`config.mk`:
```
export PLATFORM = sky130hd
export DESIGN_NAME = wdma_engine
export DESIGN_NICKNAME = d
export VERILOG_FILES = /design/src/rtl/wdma_pkg.sv /design/src/rtl/wdma_regs.sv /design/src/rtl/wdma_seq.sv /design/src/rtl/wdma_engine.sv
export SDC_FILE = /design/constraint.sdc
export NUM_CORES = 1
export LEC_CHECK = 0
export BUFFER_PORTS_ARGS = -buffer_cell sky130_fd_sc_hd__buf_2
export CORE_MARGIN = 2
export CORE_UTILIZATION = 45
export DETAILED_ROUTE_END_ITERATION = 10
export GPL_ROUTABILITY_DRIVEN = 0
export PLACE_DENSITY_LB_ADDON = 0.3
export SYNTH_ARGS = -nofsm -noshare
export SYNTH_HDL_FRONTEND = slang
export SYNTH_SLANG_ARGS = --single-unit
```
`constraint.sdc`:
```
create_clock -name clk -period 1.9 [get_ports clk]
set_clock_uncertainty 0.1 [all_clocks]
set_input_delay 0.095 -clock clk [delete_from_list [all_inputs] [get_ports clk]]
set_output_delay 0.095 -clock clk [all_outputs]
set_load 0.005 [all_outputs]
```
`src/rtl/wdma_pkg.sv`:
```
package wdma_pkg;
  // Address widths fixed by the register map
  localparam int SRC_W  = 20;
  localparam int DST_W  = 16;
  localparam int LEN_W  = 16;
  localparam int IO_AW  = 8;
  localparam int BYTE_W = 8;
  localparam int COST_W = 3;

  // I/O port addresses
  localparam logic [IO_AW-1:0] PA_SRC_L = 8'h40;
  localparam logic [IO_AW-1:0] PA_SRC_M = 8'h41;
  localparam logic [IO_AW-1:0] PA_SRC_H = 8'h42;
  localparam logic [IO_AW-1:0] PA_DST_L = 8'h44;
  localparam logic [IO_AW-1:0] PA_DST_H = 8'h45;
  localparam logic [IO_AW-1:0] PA_LEN_L = 8'h46;
  localparam logic [IO_AW-1:0] PA_LEN_H = 8'h47;
  localparam logic [IO_AW-1:0] PA_CTRL  = 8'h48;

  localparam int CTRL_EN_BIT  = 7;
  localparam int CTRL_DEC_BIT = 6;

  typedef enum logic [2:0] {
    ST_IDLE = 3'd0,
    ST_RD0  = 3'd1,
    ST_WR0  = 3'd2,
    ST_RD1  = 3'd3,
    ST_WR1  = 3'd4
  } wdma_state_e;
endpackage

```
`src/rtl/wdma_regs.sv`:
```
module wdma_regs
  import wdma_pkg::*;
#(
  parameter int WORD_STEP = 2
) (
  input  logic              clk,
  input  logic              rst_n,
  input  logic              io_wr,
  input  logic [IO_AW-1:0]  io_addr,
  input  logic [BYTE_W-1:0] io_wdata,
  output logic [BYTE_W-1:0] io_rdata,
  input  logic              adv,
  input  logic              term,
  output logic [SRC_W-1:0]  src_q,
  output logic [DST_W-1:0]  dst_q,
  output logic [LEN_W-1:0]  len_q,
  output logic              en_q,
  output logic              dec_q
);
  localparam int HI_W = SRC_W - 16;

  logic [SRC_W-1:0] src_d;
  logic [DST_W-1:0] dst_d;
  logic [LEN_W-1:0] len_d;
  logic             en_d, dec_d;
  logic             wr_src, wr_dst, wr_len, wr_ctl;
  logic             src_ce, dst_ce, len_ce, ctl_ce;
  logic             unused_wbits;

  assign unused_wbits = ^{io_wdata[CTRL_DEC_BIT-1:0]};

  // Write decode and clock enables
  always_comb begin
    wr_src = io_wr && (io_addr == PA_SRC_L || io_addr == PA_SRC_M || io_addr == PA_SRC_H);
    wr_dst = io_wr && (io_addr == PA_DST_L || io_addr == PA_DST_H);
    wr_len = io_wr && (io_addr == PA_LEN_L || io_addr == PA_LEN_H);
    wr_ctl = io_wr && (io_addr == PA_CTRL);
    src_ce = adv | wr_src;
    dst_ce = adv | wr_dst;
    len_ce = adv | wr_len;
    ctl_ce = term | wr_ctl;
  end

  // Next state: engine stepping first, then byte-lane overlay of port writes
  always_comb begin
    src_d = src_q;
    dst_d = dst_q;
    len_d = len_q;
    if (adv) begin
      src_d = dec_q ? src_q - SRC_W'(WORD_STEP) : src_q + SRC_W'(WORD_STEP);
      dst_d = dec_q ? dst_q - DST_W'(WORD_STEP) : dst_q + DST_W'(WORD_STEP);
      len_d = len_q - LEN_W'(WORD_STEP);
    end
    if (io_wr) begin
      case (io_addr)
        PA_SRC_L: src_d[7:0]        = {io_wdata[7:1], 1'b0};
        PA_SRC_M: src_d[15:8]       = io_wdata;
        PA_SRC_H: src_d[SRC_W-1:16] = io_wdata[HI_W-1:0];
        PA_DST_L: dst_d[7:0]        = {io_wdata[7:1], 1'b0};
        PA_DST_H: dst_d[15:8]       = io_wdata;
        PA_LEN_L: len_d[7:0]        = {io_wdata[7:1], 1'b0};
        PA_LEN_H: len_d[15:8]       = io_wdata;
        default: ;
      endcase
    end
  end

  always_comb begin
    en_d  = en_q;
    dec_d = dec_q;
    if (term) en_d = 1'b0;
    if (wr_ctl) begin
      en_d  = io_wdata[CTRL_EN_BIT];
      dec_d = io_wdata[CTRL_DEC_BIT];
    end
  end

  always_ff @(posedge clk or negedge rst_n) begin
    if (!rst_n) begin
      src_q <= '0;
      dst_q <= '0;
      len_q <= '0;
      en_q  <= 1'b0;
      dec_q <= 1'b0;
    end else begin
      if (src_ce) src_q <= src_d;
      if (dst_ce) dst_q <= dst_d;
      if (len_ce) len_q <= len_d;
      if (ctl_ce) begin
        en_q  <= en_d;
        dec_q <= dec_d;
      end
    end
  end

  // Read-back mux
  always_comb begin
    case (io_addr)
      PA_SRC_L: io_rdata = {src_q[7:1], 1'b0};
      PA_SRC_M: io_rdata = src_q[15:8];
      PA_SRC_H: io_rdata = {{(BYTE_W-HI_W){1'b0}}, src_q[SRC_W-1:16]};
      PA_DST_L: io_rdata = {dst_q[7:1], 1'b0};
      PA_DST_H: io_rdata = dst_q[15:8];
      PA_LEN_L: io_rdata = {len_q[7:1], 1'b0};
      PA_LEN_H: io_rdata = len_q[15:8];
      PA_CTRL:  io_rdata = {en_q, dec_q, 6'b0};
      default:  io_rdata = '0;
    endcase
  end
endmodule

```
`src/rtl/wdma_seq.sv`:
```
module wdma_seq
  import wdma_pkg::*;
#(
  parameter logic [3:0] SRAM_BANK = 4'h1,
  parameter int         COST_TERM = 5,
  parameter int         COST_COPY = 2
) (
  input  logic              clk,
  input  logic              rst_n,
  input  logic              en,
  input  logic [SRC_W-1:0]  src,
  input  logic [DST_W-1:0]  dst,
  input  logic [LEN_W-1:0]  len,
  input  logic [BYTE_W-1:0] mem_rdata,
  output logic              mem_req,
  output logic              mem_we,
  output logic [SRC_W-1:0]  mem_addr,
  output logic [BYTE_W-1:0] mem_wdata,
  output logic              adv,
  output logic              term,
  output logic              step_done,
  output logic [COST_W-1:0] step_cost
);
  localparam int PAD_W = SRC_W - DST_W;

  wdma_state_e state_q, state_d;
  logic        stop_cond;
  logic [SRC_W-1:0] dst_ext;

  assign stop_cond = (len == '0) || (src[SRC_W-1:SRC_W-4] == SRAM_BANK);
  assign dst_ext   = {{PAD_W{1'b0}}, dst};

  always_comb begin
    state_d   = state_q;
    mem_req   = 1'b0;
    mem_we    = 1'b0;
    mem_addr  = '0;
    mem_wdata = '0;
    adv       = 1'b0;
    term      = 1'b0;
    step_done = 1'b0;
    step_cost = '0;
    case (state_q)
      ST_IDLE: begin
        if (en) begin
          if (stop_cond) begin
            term      = 1'b1;
            step_done = 1'b1;
            step_cost = COST_W'(COST_TERM);
          end else begin
            state_d = ST_RD0;
          end
        end
      end
      ST_RD0: begin
        mem_req  = 1'b1;
        mem_addr = src;
        state_d  = ST_WR0;
      end
      ST_WR0: begin
        mem_req   = 1'b1;
        mem_we    = 1'b1;
        mem_addr  = dst_ext;
        mem_wdata = mem_rdata;
        state_d   = ST_RD1;
      end
      ST_RD1: begin
        mem_req  = 1'b1;
        mem_addr = src | SRC_W'(1);
        state_d  = ST_WR1;
      end
      ST_WR1: begin
        mem_req   = 1'b1;
        mem_we    = 1'b1;
        mem_addr  = dst_ext | SRC_W'(1);
        mem_wdata = mem_rdata;
        adv       = 1'b1;
        step_done = 1'b1;
        step_cost = COST_W'(COST_COPY);
        state_d   = ST_IDLE;
      end
      default: state_d = ST_IDLE;
    endcase
  end

  always_ff @(posedge clk or negedge rst_n) begin
    if (!rst_n) state_q <= ST_IDLE;
    else        state_q <= state_d;
  end
endmodule

```
`src/rtl/wdma_engine.sv`:
```
module wdma_engine
  import wdma_pkg::*;
#(
  parameter logic [3:0] SRAM_BANK = 4'h1,
  parameter int         COST_TERM = 5,
  parameter int         COST_COPY = 2,
  parameter int         WORD_STEP = 2
) (
  input  logic              clk,
  input  logic              rst_n,
  input  logic              io_wr,
  input  logic [7:0]        io_addr,
  input  logic [7:0]        io_wdata,
  output logic [7:0]        io_rdata,
  output logic              mem_req,
  output logic              mem_we,
  output logic [19:0]       mem_addr,
  output logic [7:0]        mem_wdata,
  input  logic [7:0]        mem_rdata,
  output logic              busy,
  output logic              step_done,
  output logic [2:0]        step_cost
);
  // Reset: asserted asynchronously, released after two clock edges
  logic [1:0] rst_sync_q;
  logic       rst_int_n;

  always_ff @(posedge clk or negedge rst_n) begin
    if (!rst_n) rst_sync_q <= 2'b00;
    else        rst_sync_q <= {rst_sync_q[0], 1'b1};
  end
  assign rst_int_n = rst_sync_q[1];

  logic [SRC_W-1:0] src_q;
  logic [DST_W-1:0] dst_q;
  logic [LEN_W-1:0] len_q;
  logic             en_q, dec_q, adv, term;

  wdma_regs #(.WORD_STEP(WORD_STEP)) u_regs (
    .clk      (clk),
    .rst_n    (rst_int_n),
    .io_wr    (io_wr),
    .io_addr  (io_addr),
    .io_wdata (io_wdata),
    .io_rdata (io_rdata),
    .adv      (adv),
    .term     (term),
    .src_q    (src_q),
    .dst_q    (dst_q),
    .len_q    (len_q),
    .en_q     (en_q),
    .dec_q    (dec_q)
  );

  wdma_seq #(
    .SRAM_BANK (SRAM_BANK),
    .COST_TERM (COST_TERM),
    .COST_COPY (COST_COPY)
  ) u_seq (
    .clk       (clk),
    .rst_n     (rst_int_n),
    .en        (en_q),
    .src       (src_q),
    .dst       (dst_q),
    .len       (len_q),
    .mem_rdata (mem_rdata),
    .mem_req   (mem_req),
    .mem_we    (mem_we),
    .mem_addr  (mem_addr),
    .mem_wdata (mem_wdata),
    .adv       (adv),
    .term      (term),
    .step_done (step_done),
    .step_cost (step_cost)
  );

  assign busy = en_q;
endmodule

```
==> results.yml, run 1 <==
logic_synthesis:
  synth_area_leaders: "dfrtp_1, ha_1, a21oi_1, nor2_1, nand2_1"
  syn_inst: 602
  synthFlopType: "dfrtp_1"
  synth-seq-cells: 56
  yosysTopAreaCellShare: 0.285
  seq_area_frac_synth: 0.285
  synthArstFlopShare: 1.00
  ys_warn_count: 0
  synth.net_count: 663
  syn_area_per_cell_um2: 8.18
  synth_area_leader_cell: "dfrtp_1"
  synth.distinct_cells: 70
  syn-cell-area_um2: 4920
  synth_edf_count: 0
clocking:
  clockBufferDepth: 2
  cts_tree: "done"
  htree_levels: 2
  numCtsBuffers: 5
  clk_pin_slew_ns: 0.10
  clk_latency_ns: 0.34
  cts_root_buf: "clkbuf_8"
  clock-sinks: 56
die:
  die_w_um: 109
  initial_core_util: 0.458
  num_rows: 38
  fp.coreArea_um2: 10700
  io_pins: 70
  die_area_um2: 11800
  die_h_um: 109
final_layout:
  layout_common_cells: "buf_4, buf_2, nor2_1"
  layout_commonest_cell: "buf_4"
  syn_to_final_growth_pct: 63.7
  nets: 913
  drive_gt1_frac: 0.498
  fin_cells: 994
  design_area_um2: 8060
  final_util: 0.750
power:
  pwr-share-clk: 0.076
  switching_share: 0.440
  p_int_mw: 5.55
  p_per_area_nw_per_um2: 1230
  comb_power_share: 0.713
  leakage_nw: 3.64
  switchingPower_mw: 4.36
  vdd_drop_max_mv: 0.933
  sequentialPowerShare: 0.211
flow_run:
  max-cap-violations: 0
routing:
  drt_iter0_drc: 714
  first_pass_iters: 6
  wl_mm: 21.6
  drc_errors: 0
  ant_nets: 0
  num_vias: 6132
  viasPerCell: 6.17
  wl_per_cell_um: 21.7
grt:
  grt_pass1_vias: 5903
  grt_overflow_total: 0
  gr-usage-all-layers: 0.327
  grt_first_pass_wirelength_mm: 29.7
  antenna_found_initial: 1
  grt_max_degree: 40
timing:
  tns_ns: -18.58
  setup_viol: 48
  hold_viol: 0
  max_slew_margin: 0.561
  max_freq_ghz: 0.377
  worstMarginPinSlew_ns: 0.658
  fin_crit_sh: 1.39
  rsz0062_at_grt: "yes"
  drv_slew: 0
  finalCriticalPeriod_ns: 2.65
  setup_ws_ns: -0.750
worst_setup_path:
  crit_arrival_ns: 2.45
  cp-end-kind: "output port"
  reg2reg_from: "u_regs.dec_q"
  crit_path_start: "u_regs.len_q[7]"
  reg2reg_to: "u_regs.dst_q[15]"
  cp_max_fo: 3
  r2r_slack_ns: -0.68
  required_ns: 1.70
  worstSetupStartpointType: "register"
  crit_type: "register to output port"
  endpoint: "step_done"
  r2r_cells: 11
placed_design:
  dp.cells: 936
  detailed_place_hpwl_mm: 13.2
  dp_slack_ns: -0.841
  placed_area_um2: 6550
  portBuffers: 69
status:
  outcome: "finished, violations left"
  violations: "setup timing"
hold_path:
  hold_path.class: "input pin to register"
-- per-layer routing --
metal / global-route usage / part of all wire / wire [µm] / up-vias
met5: 0 / 0 / 0 / -
met4: 0.131 / 0.052 / 1120 / 0
met3: 0.0849 / 0.10 / 2150 / 108
met2: 0.539 / 0.47 / 10100 / 398
met1: 0.409 / 0.38 / 8270 / 2954
li1: - / - / - / 2672
-- what timing repair did --
action                                  4_1_cts  5_1_grt
endpoints found under the hold margin         3        0
gates resized for setup                     121       97
cloned                                        0        3
pin swaps                                    55       75
setup buffers                                38       24
endpoints found under the setup margin       38       65
hold buffers                                  3        0
-- final cells by class --
cell class                 instances  area, µm²
antenna                            1       2.50
sequential                        56       1410
timing repair buffer             274       2110
clock buffer                       8        100
multi-input combinational        505       4230
tap                              140        175
inverter                          10       40.0
fill                             689       2690
-- kinds of logic after synthesis --
kind of cell,synth area share
compound gates,0.238
flops,0.285
mux,0.0597
fa+ha+maj,0.0894
simple gates,0.225
buf+inv,0.0348
xor+xnor,0.0676
other cells,0.000761
-- power by group through the flow --
stage                     sequential [mW]  clock, mW  combinational, mW
after detailed placement             1.94          0               5.17
after global placement               1.93          0               5.02
after global routing                 2.12      0.790               7.44
final                                2.09      0.754               7.07
after CTS                            2.03      0.746               5.87
after floorplan                      1.97          0               2.67
-- per-stage QoR --
step | hold slack [ns] | total power [mW]
after floorplan | -0.301 | 4.64
final | 0.00753 | 9.91
after global routing | 0.0110 | 10.3
after CTS | 0.00499 | 8.65
after global placement | -0.218 | 6.95
after detailed placement | -0.216 | 7.12
-- state kept, by name, summed over array words and instances (netlist names) --
name / count
u_regs.src_q: 19
u_regs.dst_q: 15
u_regs.len_q: 15
u_seq.state_q: 3
rst_sync_q: 2
u_regs.dec_q: 1
u_regs.en_q: 1
-- worst min-delay path by stage --
stage / startpoint / end / slack [ns] / depth (start not counted)
6_report: io_wdata[0] / u_regs.len_q[8] / 0.008 / 3
3_3_place_gp: rst_n / rst_sync_q[0] / -0.22 / 1
4_1_cts: io_wdata[0] / u_regs.len_q[8] / 0.005 / 3
3_5_place_dp: rst_n / rst_sync_q[0] / -0.22 / 1
5_1_grt: io_wdata[0] / u_regs.len_q[8] / 0.01 / 3
2_1_floorplan: rst_n / rst_sync_q[0] / -0.30 / 0
-- Yosys cell counts (all sizes together) (2+ instances only) --
master / n
nand4: 2
xnor2: 23
mux2i: 8
nor4: 4
o211ai: 2
nand2: 65
or2: 4
a21oi: 63
nor3: 16
a2111oi: 2
mux2: 5
clkbuf: 17
a21o: 15
xor2: 15
inv: 10
a22oi: 4
o21bai: 3
and2: 16
a221o: 2
nand2b: 3
mux4: 7
and3: 7
nor2: 74
a211oi: 6
a41oi: 2
nor2b: 10
nor4b: 3
ha: 32
nand4b: 2
a222oi: 2
o31ai: 2
a31oi: 11
buf: 14
a311oi: 2
or3: 6
nand3: 12
o21ai: 46
a22o: 14
dfrtp: 56
fa: 2
-- critical path, stage by stage (launching register included) --
cell and delay [ns]:
dfrtp_1 0.42, nor3_2 0.24, nand2b_1 0.20, nor3_4 0.23
nor2_4 0.08, nor4_4 0.45, and2_4 0.28, or2_1 0.10
buf_2 0.10
Note: power is estimated with default switching activity, not from simulation.
==> run 2, diff against run 1 <==
Settings changed: CORE_UTILIZATION 45 to 53, PLACE_DENSITY from default to 0.8, PLACE_DENSITY_LB_ADDON 0.3 to default.
Clock period 1.9 ns to 2.4 ns, I/O delays scaled along.
==> results.yml, run 2 (same netlist as run 1, synthesis figures left out) <==
final_layout:
  design_area_um2: 6930
  reg_top3: "u_regs.src_q x19, u_regs.dst_q x15, u_regs.len_q x15"
  layout_common_cells: "buf_4, nor2_1, buf_2"
  n_fill_cell: 558
  top_register: "u_regs.src_q"
  largest_reg_flops: 19
  syn_to_final_growth_pct: 40.7
  drive_gt1_frac: 0.391
  layout_commonest_cell: "buf_4"
  nets: 833
  n_antenna_cell: 0
worst_setup_path:
  cp_slowest_cell: "dfrtp_2"
  cp_cell_sequence: "buf_12, buf_6, ha_2, buf_4, nor2_1, o21bai_4, a41oi_2, nor2b_1, or4_1, a31oi_1"
  reg2reg_to: "u_regs.dst_q[13]"
  worstSetupStartpointType: "register"
  crit_type: "register to register"
  cp_max_fo: 6
  cp-end-kind: "register"
  r2r_cells: 10
  critical-path-max-stage-delay_ns: 0.51
  crit_arrival_ns: 2.80
  cp_num_buf_inv: 3
  reg2reg_from: "u_regs.dec_q"
  cp_top_family: "simple AND/OR/NAND/NOR gates"
  r2r_slack_ns: -0.26
  required_ns: 2.54
routing:
  first_pass_iters: 8
  wl_mm: 20.4
  drc_errors: 0
  wl_per_cell_um: 23.0
  num_vias: 6047
  ant_nets: 0
  drt_iter0_drc: 831
  viasPerCell: 6.84
clocking:
  cts_root_buf: "clkbuf_8"
  htree_levels: 2
  numCtsBuffers: 5
  clk_pin_slew_ns: 0.12
  cts_tree: "done"
  clock-sinks: 56
  clk_latency_ns: 0.33
  clockBufferDepth: 2
power:
  p_int_mw: 3.76
  comb_power_share: 0.642
  vdd_drop_max_mv: 0.415
  sequentialPowerShare: 0.256
  leakage_nw: 3.14
  switchingPower_mw: 3.13
  switching_share: 0.455
  p_per_area_nw_per_um2: 995
  pwr-share-clk: 0.103
grt:
  antenna_found_initial: 0
  gr-usage-all-layers: 0.358
  grt_max_degree: 40
  grt_overflow_total: 0
  grt_first_pass_wirelength_mm: 28.1
  grt_pass1_vias: 5603
die:
  die_w_um: 100
  num_rows: 35
  initial_core_util: 0.541
  fp.coreArea_um2: 9110
  die_area_um2: 10100
  io_pins: 70
  die_h_um: 100
timing:
  drv_slew: 0
  fin_crit_sh: 1.11
  finalCriticalPeriod_ns: 2.66
  hold_viol: 0
  max_slew_margin: 0.586
  worstMarginPinSlew_ns: 0.622
  setup_ws_ns: -0.260
  tns_ns: -2.25
  rsz0062_at_grt: "yes"
  max_freq_ghz: 0.376
  setup_viol: 21
placed_design:
  portBuffers: 69
  dp_slack_ns: -0.361
  placed_area_um2: 6100
  detailed_place_hpwl_mm: 12.6
status:
  outcome: "finished, violations left"
  violations: "setup timing"
hold_path:
  hold_path.class: "input pin to register"
  hold_path_end: "u_regs.dst_q[9]"
  min_from: "io_wdata[1]"
  holdPathStages: 3
flow_run:
  max-cap-violations: 0
## run 2: cell types whose count changed in the layout (fill, tap and decap cells not counted), sizes merged
cell         delta
diode           -1
buf            -79
clkbuf          -2
dlygate4sd3     -1
clkinv          +1
bufinv          +1
## run 2: through the flow
stage	total power, mW	cells	utilization	hold WS (ns)
4_1_cts	6.23	876	0.721	0.0384
6_report	6.89	884	0.761	0.0444
3_3_place_gp	5.17	856	0.669	-0.193
5_1_grt	7.16	884	0.761	0.0411
3_5_place_dp	5.31	856	0.669	-0.189
2_1_floorplan	3.61	602	-	-0.276
## run 2: area by class of cell
class / count / area, µm² / share of cell area
clock buffer: 6 / 82.6 / 0.0119
tap: 111 / 139 / 0.0200
clock inverter: 2 / 38.8 / 0.00560
sequential: 56 / 1410 / 0.203
timing repair buffer: 194 / 1350 / 0.195
multi-input combinational: 505 / 3870 / 0.559
inverter: 10 / 37.5 / 0.00542
## run 2: per-layer routing
layer  vias to the layer above  global-route usage  wire length (µm)
met1                      2819               0.457              7100
met4                         0               0.180              1580
met5                         -                   0                 0
met2                       549               0.572              9060
li1                       2507                   -                 -
met3                       172              0.0829              2620
## run 2: worst max-delay path by stage
stage / endpoint / slack [ns] / cells after the start / startpoint
floorplan: u_regs.dst_q[15] / -0.20 / 8 / u_regs.dec_q
global placement: u_regs.src_q[16] / -0.20 / 10 / u_regs.dec_q
detailed placement: u_regs.src_q[18] / -0.36 / 10 / u_regs.dec_q
CTS: u_regs.src_q[10] / -0.13 / 11 / u_regs.dec_q
global route: u_regs.src_q[9] / -0.40 / 9 / u_regs.dec_q
finish: u_regs.dst_q[13] / -0.26 / 10 / u_regs.dec_q
## run 2: tightest hold or removal path, delay by kind of cell
family | cells | cell delay [ns]
AOI/OAI and AO/OA | 1 | 0.06
buffers and inverters | 1 | 0.18
and+or+nand+nor | 1 | 0.09
## run 2: what timing repair did
item / CTS / global route
resized for setup: 43 / 57
buffers inserted: 10 / 8
hold buffers: 2 / 0
pin swaps: 21 / 26
setup endpoints to repair: 25 / 28
hold endpoints to repair: 2 / 0
gates cloned: 0 / 0
## run 2: power by group through the flow
stage               registers [mW]  clock network, mW  logic, mW
global route                  1.77              0.729       4.66
CTS                           1.66              0.683       3.88
finish                        1.76              0.708       4.42
global placement              1.64                  0       3.53
floorplan                     1.56                  0       2.06
detailed placement            1.65                  0       3.66
